$ cat src/rtl/gbx_pkg.sv
`timescale 1ns/1ps
package gbx_pkg;
   localparam int unsigned BLOCK_PAYLOAD = 64;
   localparam int unsigned HOLD_BYTES    = 4;

   typedef struct packed {
      logic take;   // a user word is consumed this cycle
      logic run;    // an output word is produced this cycle
      logic lead;   // the word taken is the first of its block
   } gbx_ctl_t;
endpackage

$ cat src/rtl/gbx_seq.sv
`timescale 1ns/1ps
module gbx_seq
   import gbx_pkg::*;
#(
   parameter int unsigned BYTES  = 4,
   parameter int unsigned HDR_W  = 2,
   parameter int unsigned FILL_W = 7
) (
   input  logic              clk,
   input  logic              rst,
   input  logic              start_seq,
   input  logic [FILL_W-1:0] fill_nx,
   output gbx_ctl_t          ctl,
   output logic              ready
);
   localparam int unsigned WORD_W    = 8 * BYTES;
   localparam int unsigned WORDS_BLK = BLOCK_PAYLOAD / WORD_W;
   localparam int unsigned IDX_W     = $clog2(WORDS_BLK);
   localparam int unsigned HOLD_BITS = 8 * HOLD_BYTES;
   localparam int unsigned HOLD_CYC  = HOLD_BITS / WORD_W;
   localparam int unsigned CNT_W     = $clog2(HOLD_CYC + 1);

   logic             ready_q, en_q, started_q;
   logic [IDX_W-1:0] idx_q, idx_nx;
   logic [CNT_W-1:0] hold_q;
   logic             take, run, lead_nx;
   logic [FILL_W:0]  due;

   always_comb begin
      take    = started_q ? en_q : (ready_q & start_seq);
      run     = started_q | take;
      idx_nx  = take ? idx_q + 1'b1 : idx_q;
      lead_nx = (idx_nx == '0);
      due     = {1'b0, fill_nx} + (lead_nx ? (FILL_W+1)'(HDR_W) : '0);
   end

   always_ff @(posedge clk) begin
      if (rst) begin
         ready_q   <= 1'b0;
         en_q      <= 1'b0;
         started_q <= 1'b0;
         idx_q     <= '0;
         hold_q    <= '0;
      end else begin
         en_q  <= ready_q;
         idx_q <= idx_nx;
         if (take) started_q <= 1'b1;
         if (hold_q != '0) begin
            hold_q  <= hold_q - 1'b1;
            ready_q <= (hold_q == CNT_W'(1));
         end else if (run && ready_q && due >= (FILL_W+1)'(HOLD_BITS)) begin
            hold_q  <= CNT_W'(HOLD_CYC);
            ready_q <= 1'b0;
         end else begin
            ready_q <= 1'b1;
         end
      end
   end

   assign ctl   = '{take: take, run: run, lead: (idx_q == '0)};
   assign ready = ready_q;

   // the cycle after a reset edge never shows ready high
   assert_ready_low_after_reset_R1: assert property (@(posedge clk) disable iff (rst)
      $past(rst) |-> !ready_q);

   // the first low-ready cycle of a running stream still consumes a word
   assert_first_low_takes_R6: assert property (@(posedge clk) disable iff (rst)
      (started_q && $fell(ready_q)) |-> take);

   generate
      if (HOLD_CYC == 1) begin : g_shape_one
         // one idle cycle, ready already back high in it
         assert_pause_shape_R7: assert property (@(posedge clk) disable iff (rst)
            (started_q && $fell(ready_q)) |=> (ready_q && !take));
      end else begin : g_shape_two
         // two idle cycles, ready high only in the second
         assert_pause_shape_R7: assert property (@(posedge clk) disable iff (rst)
            (started_q && $fell(ready_q)) |=> (!ready_q && !take) ##1 (ready_q && !take));
      end
   endgenerate
endmodule

$ cat src/rtl/gbx_pack.sv
`timescale 1ns/1ps
module gbx_pack
   import gbx_pkg::*;
#(
   parameter int unsigned BYTES  = 4,
   parameter int unsigned HDR_W  = 2,
   parameter int unsigned ACC_W  = 68,
   parameter int unsigned FILL_W = 7,
   parameter logic [8*BYTES-1:0] IDLE_WORD = '0
) (
   input  logic                 clk,
   input  logic                 rst,
   input  gbx_ctl_t             ctl,
   input  logic [HDR_W-1:0]     hdr_in,
   input  logic [8*BYTES-1:0]   data_in,
   output logic [FILL_W-1:0]    fill_nx,
   output logic [8*BYTES-1:0]   tx_word
);
   localparam int unsigned WORD_W    = 8 * BYTES;
   localparam int unsigned HOLD_BITS = 8 * HOLD_BYTES;

   logic [ACC_W-1:0]  acc_q, ins, merged;
   logic [FILL_W-1:0] fill_q, push_n;
   logic [WORD_W-1:0] out_q;

   always_comb begin
      ins    = '0;
      push_n = '0;
      if (ctl.take) begin
         if (ctl.lead) begin
            ins    = ACC_W'({data_in, hdr_in});
            push_n = FILL_W'(WORD_W + HDR_W);
         end else begin
            ins    = ACC_W'(data_in);
            push_n = FILL_W'(WORD_W);
         end
      end
      merged  = acc_q | (ins << fill_q);
      fill_nx = ctl.run ? (fill_q + push_n - FILL_W'(WORD_W)) : fill_q;
   end

   always_ff @(posedge clk) begin
      if (rst) begin
         acc_q  <= '0;
         fill_q <= '0;
         out_q  <= IDLE_WORD;
      end else if (ctl.run) begin
         acc_q  <= merged >> WORD_W;
         fill_q <= fill_nx;
         out_q  <= merged[WORD_W-1:0];
      end
   end

   assign tx_word = out_q;

   // no word produced yet means the idle pattern is still on the line
   assert_idle_hold_R2: assert property (@(posedge clk) disable iff (rst)
      !ctl.run |-> (tx_word == IDLE_WORD));

   // the scheduler never lets the surplus grow past one pause worth plus a header
   assert_fill_cap_R8: assert property (@(posedge clk) disable iff (rst)
      fill_q < FILL_W'(HOLD_BITS + HDR_W));

   // every produced word finds enough buffered bits
   assert_no_underflow_R9: assert property (@(posedge clk) disable iff (rst)
      ctl.run |-> (({1'b0, fill_q} + {1'b0, push_n}) >= (FILL_W+1)'(WORD_W)));
endmodule

$ cat src/rtl/gbx_tx.sv
`timescale 1ns/1ps
module gbx_tx
   import gbx_pkg::*;
#(
   parameter int unsigned BYTES = 4,
   parameter int unsigned HDR_W = 2,
   parameter logic [8*BYTES-1:0] IDLE_WORD = {(4*BYTES){2'b01}}
) (
   input  logic                 clk,
   input  logic                 rst,
   input  logic                 start_seq,
   input  logic [HDR_W-1:0]     hdr_in,
   input  logic [8*BYTES-1:0]   data_in,
   output logic                 ready,
   output logic [8*BYTES-1:0]   tx_word
);
   localparam int unsigned WORD_W    = 8 * BYTES;
   localparam int unsigned HOLD_BITS = 8 * HOLD_BYTES;
   localparam int unsigned ACC_W     = HOLD_BITS + 2 * HDR_W + WORD_W;
   localparam int unsigned FILL_W    = $clog2(ACC_W + 1);

   generate
      if (BYTES != 2 && BYTES != 4) begin : g_bad_bytes
         $error("gbx_tx: BYTES must be 2 or 4");
      end
      if (HDR_W != 2 && HDR_W != 3) begin : g_bad_hdr
         $error("gbx_tx: HDR_W must be 2 (66-bit blocks) or 3 (67-bit blocks)");
      end
   endgenerate

   gbx_ctl_t          ctl;
   logic [FILL_W-1:0] fill_nx;

   gbx_seq #(
      .BYTES(BYTES), .HDR_W(HDR_W), .FILL_W(FILL_W)
   ) u_seq (
      .clk(clk), .rst(rst), .start_seq(start_seq),
      .fill_nx(fill_nx), .ctl(ctl), .ready(ready)
   );

   gbx_pack #(
      .BYTES(BYTES), .HDR_W(HDR_W), .ACC_W(ACC_W), .FILL_W(FILL_W),
      .IDLE_WORD(IDLE_WORD)
   ) u_pack (
      .clk(clk), .rst(rst), .ctl(ctl), .hdr_in(hdr_in), .data_in(data_in),
      .fill_nx(fill_nx), .tx_word(tx_word)
   );
endmodule

$ cat config.mk
export PLATFORM = sky130hd
export DESIGN_NAME = gbx_tx
export DESIGN_NICKNAME = d
export VERILOG_FILES = /design/src/rtl/gbx_pkg.sv /design/src/rtl/gbx_seq.sv /design/src/rtl/gbx_pack.sv /design/src/rtl/gbx_tx.sv
export SDC_FILE = /design/constraint.sdc
export NUM_CORES = 1
export LEC_CHECK = 0
export BUFFER_PORTS_ARGS = -buffer_cell sky130_fd_sc_hd__buf_2
export CORE_MARGIN = 2
export CORE_UTILIZATION = 54
export CTS_CLUSTER_SIZE = 16
export DETAILED_ROUTE_END_ITERATION = 6
export GPL_ROUTABILITY_DRIVEN = 1
export PLACE_DENSITY = 0.8
export SKIP_LAST_GASP = 1
export SYNTH_ARGS = -nofsm -noshare
export SYNTH_HDL_FRONTEND = slang
export SYNTH_SLANG_ARGS = --single-unit
$ cat constraint.sdc
create_clock -name clk -period 3.3 [get_ports clk]
set_input_delay 0.33 -clock clk [delete_from_list [all_inputs] [get_ports clk]]
set_output_delay 0.33 -clock clk [all_outputs]
set_load 0.02 [all_outputs]
Word-level counts from Yosys, hierarchy flattened:

Cells that the tools add are included.

* register bits after elaboration: 80
* output and inout port bits: 33
* word-level logic and storage cells: 32

* $add $sub $neg: 5
* $lt $le $gt $ge: 1
* shift-type cells: 1
* muxes and demuxes: 12
* bitwise logic cells: 3
* reduce and logical (&&, ||, !) cells: 2

Operators with widths (number)
* $mux 34: 2
* $or 36x68->68: 1
* $shl 34x7->68: 1
* $mux 7: 2
* $add 7x8->8: 1
* $ge 8x6->1 const B: 1
* $add 7x7->7: 1
* $sub 7x6->7 const B: 1
* $mux 1: 6
* $mux 2: 2
* $logic_and 1x1->1: 2
* $add 1x1->1 const B: 1
* $and 1x1->1: 1
* $or 1x1->1: 1
* $sub 1x1->1 const B: 1

Longest topological paths before layout:

* word-level depth: 11
* mapped depth: 15

Hierarchy:

A second synthesis with hierarchy kept.

* cells, all modules: 737
* area, all modules: 5778.0 µm²

Modules (own cells, without submodules)
* gbx_pack: times used 1, cells an instance 707, area an instance 5479.0 µm², seq. area each 1481.4 µm²
* gbx_seq: times used 1, cells an instance 30, area an instance 299.0 µm², seq. area each 100.1 µm²

Worst setup path after synthesis:

No wires, ideal clock.

* path type: reg2reg
* start: register u_seq.ready_q, in the netlist u_seq.ready
* end: register u_seq.hold_q
* setup time: 0.060 ns
* data arrival time: 3.337 ns
* setup slack: -0.097 ns
* stages on the path, launching flop included: 15
* path buffers: 2
* cells stage by stage: dfxtp_1 > nand3b_1 > nand2_1 > clkbuf_1 > buf_1 > ha_1 > ha_1 > ha_1 > mux2_2 > ha_1 > o2111ai_1 > a22o_1 > mux2i_1 > a2111oi_0 > and2_1

* cells in the longest elaborated chain, start to end: 11

RTL lines
* start, declared: line gbx_seq.sv:23 `logic ready_q, en_q, started_q;`
* start signal, assigned: line gbx_seq.sv:50 `ready_q <= (hold_q == CNT_W'(1));`
* $and 1x1->1 *: line gbx_seq.sv:30 `take = started_q ? en_q : (ready_q & start_seq);`
* $mux 1 *: line gbx_seq.sv:30
* $mux 7: line gbx_pack.sv:29 `if (ctl.take) begin`
* $add 7x7->7: line gbx_pack.sv:39 `fill_nx = ctl.run ? (fill_q + push_n - FILL_W'(WORD_W)) : fill_q;`
* $sub 7x6->7: line gbx_pack.sv:39
* $mux 7 *: line gbx_pack.sv:39
* named net fill_nx[2]: line gbx_tx.sv:32 `logic [FILL_W-1:0] fill_nx;`
* $add 7x8->8 *: line gbx_seq.sv:34 `due = {1'b0, fill_nx} + (lead_nx ? (FILL_W+1)'(HDR_W) : '0);`
* $ge 8x6->1 *: line gbx_seq.sv:51 `end else if (run && ready_q && due >= (FILL_W+1)'(HOLD_BITS)) begin`
* $logic_and 1x1->1 *: line gbx_seq.sv:51
* $mux 1 *: line gbx_seq.sv:51
* $mux 1 *: line gbx_seq.sv:48 `if (hold_q != '0) begin`
* end signal, assigned: line gbx_seq.sv:49 `hold_q <= hold_q - 1'b1;`
* end signal, assigned: line gbx_seq.sv:52 `hold_q <= CNT_W'(HOLD_CYC);`
* end, declared: line gbx_seq.sv:25 `logic [CNT_W-1:0] hold_q;`

The timed path passes the listed nets; every way through them passes the cells marked *.
A chain may end at the register's enable or synchronous reset.

Worst setup path in the final report:

* start: register u_seq.started_q
* end: register u_seq.hold_q

* cells in the longest elaborated chain, start to end: 10

RTL lines
* start, declared: line gbx_seq.sv:23
* start signal, assigned: line gbx_seq.sv:41 `started_q <= 1'b0;`
* start signal, assigned: line gbx_seq.sv:47 `if (take) started_q <= 1'b1;`
* $mux 1: line gbx_seq.sv:30
* $mux 7: line gbx_pack.sv:29
* $add 7x7->7: line gbx_pack.sv:39
* $sub 7x6->7: line gbx_pack.sv:39
* $mux 7 *: line gbx_pack.sv:39
* named net fill_nx[2]: line gbx_tx.sv:32
* $add 7x8->8 *: line gbx_seq.sv:34
* $ge 8x6->1 *: line gbx_seq.sv:51
* $logic_and 1x1->1 *: line gbx_seq.sv:51
* $mux 1 *: line gbx_seq.sv:51
* $mux 1 *: line gbx_seq.sv:48

Marked as above.

==> out/metrics.yaml <==
regArea_mm2: 0.001587
ys_warn_count: 0
postLayoutCoreUtil: 0.6135
switchingPower_mw: 1.077
seq_area_frac_synth: 0.2559
power.density_mw_per_mm2: 437.2
tightest_slew_ns: 0.7362
routabilityCongestion: 1.056
drc: 0
antenna_found_initial: 1
track_usage: 0.3438
synthCells: 698
firstDrtPassIters: 5
vias: 6188
p_clk_frac: 0.307
peakVddDrop_v: 0.0003645
p_int_mw: 1.946
async_reset_ff_frac: 0
regToRegStartpoint: "u_seq.started_q"
nFillCells: 1005
portBuffers: 69
multi_input_area_mm2: 0.004264
crit_arrival_ns: 3.36
syn_to_final_growth_pct: 11.91
wl_per_cell_um: 23.64
p_leak_nw: 2.456
syn-cell-area_mm2: 0.006180
drt-initial-drc-count: 730
slowest_stage: "a2111oi_0"
ys_ff_latch: 79
power_frac_comb: 0.342
htree_levels: 3
n_antenna_cell: 0
ys_top_cells_by_area: "dfxtp_1 (26%), mux2i_1 (12%), mux4_2 (9.5%), mux2_2 (7.1%), nor2_1 (3.9%)"
synth_edf_count: 0
core_mm2: 0.01127
fin_skew_ns: 0.01023
finalSetupTns_ns: 0
outcome: "finished, final reports clean"
maxCapViolCount: 0
ys.flop_type: "dfxtp_1"
cts_setup_buffers: 0
maxSlewHeadroom: 0.4952
cts_tree: "done"
drive_gt1_frac: 0.2583
cp_common_cell: "ha_1"
fmax_mhz: 325.2
grt_pass1_vias: 5975
insertion_delay_ns: 0.34
hold_class: "input port to flip-flop"
rrSetupSlack_ns: 0.22
design_area_mm2: 0.006915
yosysTopAreaCell: "dfxtp_1"
synth_fp_nets: 742
dpl_cell_area_mm2: 0.006645
cts_resized: 0
r2r-end: "u_seq.hold_q"
worstHoldEndpoint: "u_pack.fill_q[1]"
clock-sinks: 79
setup_viol: 0
hold_viol_final: 0
ctsHoldBuffers: 0
wirelength_um: 21140
clock_path_buffers: 2
critPathMaxStageDelay_ns: 0.60
finalCritPeriodShare: 0.9318
vias_per_cell: 6.922
numCtsBuffers: 9
whs_path_depth: 4
cp_max_fo: 6
grt_pass1_wl_um: 33320
die_h_um: 111.0
ff2ff_path_depth: 12
die_width_um: 111.0
switching_share: 0.3563
overflow: 0
fin_nets: 790
hpwl_um: 15720
grt_max_degree: 64
hold_path.startpoint: "start_seq"
crit_path_cell_trace: "nand3b_1 -> nand2_1 -> ha_1 -> ha_1 -> ha_1 -> mux2_2 -> ha_1 -> o2111ai_1 -> a22o_1 -> mux2i_1 -> a2111oi_0 -> and2_1"
synth_top_cell_area_share: 0.2559
syn_avg_cell_area_um2: 8.853
ant_nets: 0
ios: 70
cts-root-buf: "clkbuf_16"
rows: 39
cts.reportedPaths.clkPinSlew_ns: 0.06
min_period_ns: 3.075
ys_types: 69
cp.required_ns: 3.58
start_util: 0.5482
dieArea_mm2: 0.01232
pwr-share-seq: 0.351
critPathCaptureType: "flip-flop"
rsz0062_at_grt: "false"
crit_type: "flip-flop to flip-flop"
slew_violations: 0
worstSetupStartpointType: "flip-flop"
==> stage by stage <==
step	instances	hold slack [ns]	setup slack, ns	total power, mW
floorplan	698	0.4323	0.01064	1.789
detailed placement	878	0.4387	0.2541	2.085
global route	894	0.4250	0.09768	3.139
global placement	878	0.4346	0.4316	2.061
CTS	894	0.4095	0.2573	3.003
finish	894	0.4071	0.2249	3.023
==> worst max path at each step <==
| stage | startpoint | to | cells after the start |
|---|---|---|---|
| after floorplan | u_seq.ready | u_seq.hold_q | 14 |
| after detailed placement | start_seq | u_seq.hold_q | 13 |
| after global placement | start_seq | u_seq.hold_q | 13 |
| after CTS | u_seq.started_q | u_seq.hold_q | 12 |
| final | u_seq.started_q | u_seq.hold_q | 12 |
| after global routing | u_seq.started_q | u_seq.hold_q | 12 |
==> per-layer routing <==
| metal | part of all wire | GRT usage | vias to the layer above |
|---|---|---|---|
| met2 | 0.47 | 0.5710 | 397 |
| met3 | 0.094 | 0.07818 | 87 |
| met1 | 0.38 | 0.4210 | 2910 |
| li1 | - | - | 2792 |
| met4 | 0.053 | 0.1692 | 2 |
| met5 | 0.00033 | 0 | - |
==> power groups by stage <==
stage,Sequential (mW),Combinational [mW],Clock [mW]
after detailed placement,1.08,1.00,0
final,1.06,1.03,0.928
after global placement,1.08,0.984,0
after floorplan,1.12,0.668,0
after CTS,1.06,1.01,0.933
after global routing,1.07,1.10,0.976
==> cell families (layout without fill, tap and decap cells) <==
| logic type | Yosys count | count (layout) | synth area share |
|---|---|---|---|
| adder cells (fa/ha/maj) | 7 | 7 | 0.01417 |
| XOR/XNOR | 3 | 3 | 0.004253 |
| flip-flops | 79 | 79 | 0.2559 |
| multiplexers | 142 | 142 | 0.2942 |
| buffers and inverters | 67 | 120 | 0.05507 |
| AND/OR/NAND/NOR | 202 | 202 | 0.1492 |
| AO/OA/AOI/OAI | 198 | 198 | 0.2272 |
==> flip-flops by register name, summed over array words and instances (netlist names) <==
name and count:
u_pack.acc_q 36, u_pack.fill_q 6, u_seq.started_q 1, u_seq.hold_q 1, u_seq.ready 1, u_pack.tx_word 32, u_seq.en_q 1, u_seq.idx_q 1
==> cell usage in the layout, fill, tap and decap left out, types with 5 or more instances in the layout <==
cell and n:
a22oi_1 9, ha_1 7, nand3_1 17, buf_2 69, and2_1 5, o21ai_0 35, o22ai_1 13, nor3_1 20
nor2b_1 8, o32a_1 6, a21oi_1 32, clkbuf_16 9, o221ai_1 12, o21ai_1 8, inv_1 7, mux2_2 39
o32ai_1 7, buf_4 24, a221o_1 13, nand2b_1 6, nor2_1 63, mux2i_1 72, nand2_1 60, dfxtp_1 75
mux4_2 26, o211ai_1 6, a211oi_1 10
==> critical path, delay by kind of cell (launching register included) <==
family / cells / cell delay (ns)
flops: 1 / 0.40
compound gates: 3 / 0.91
mux: 2 / 0.37
fa+ha+maj: 4 / 0.86
simple gates: 3 / 0.49
==> cell usage after synthesis (all sizes together) (13+ instances only) <==
cell and number:
a21oi 33, a221o 13, buf 35, clkbuf 24, dfxtp 79, mux2 42
mux2i 74, mux4 26, nand2 60, nand3 18, nor2 64, nor3 21
o21ai 43, o22ai 13
==> layout make-up <==
type                    count  area share
well taps                 143     0.02587
flip-flops and latches     79      0.2294
repair buffers             96     0.08468
inverters                   8    0.004342
clock buffers              14     0.03673
clock inverters             2    0.002352
multi-input cells         552      0.6166
Note: power is estimated with default switching activity, not from simulation.
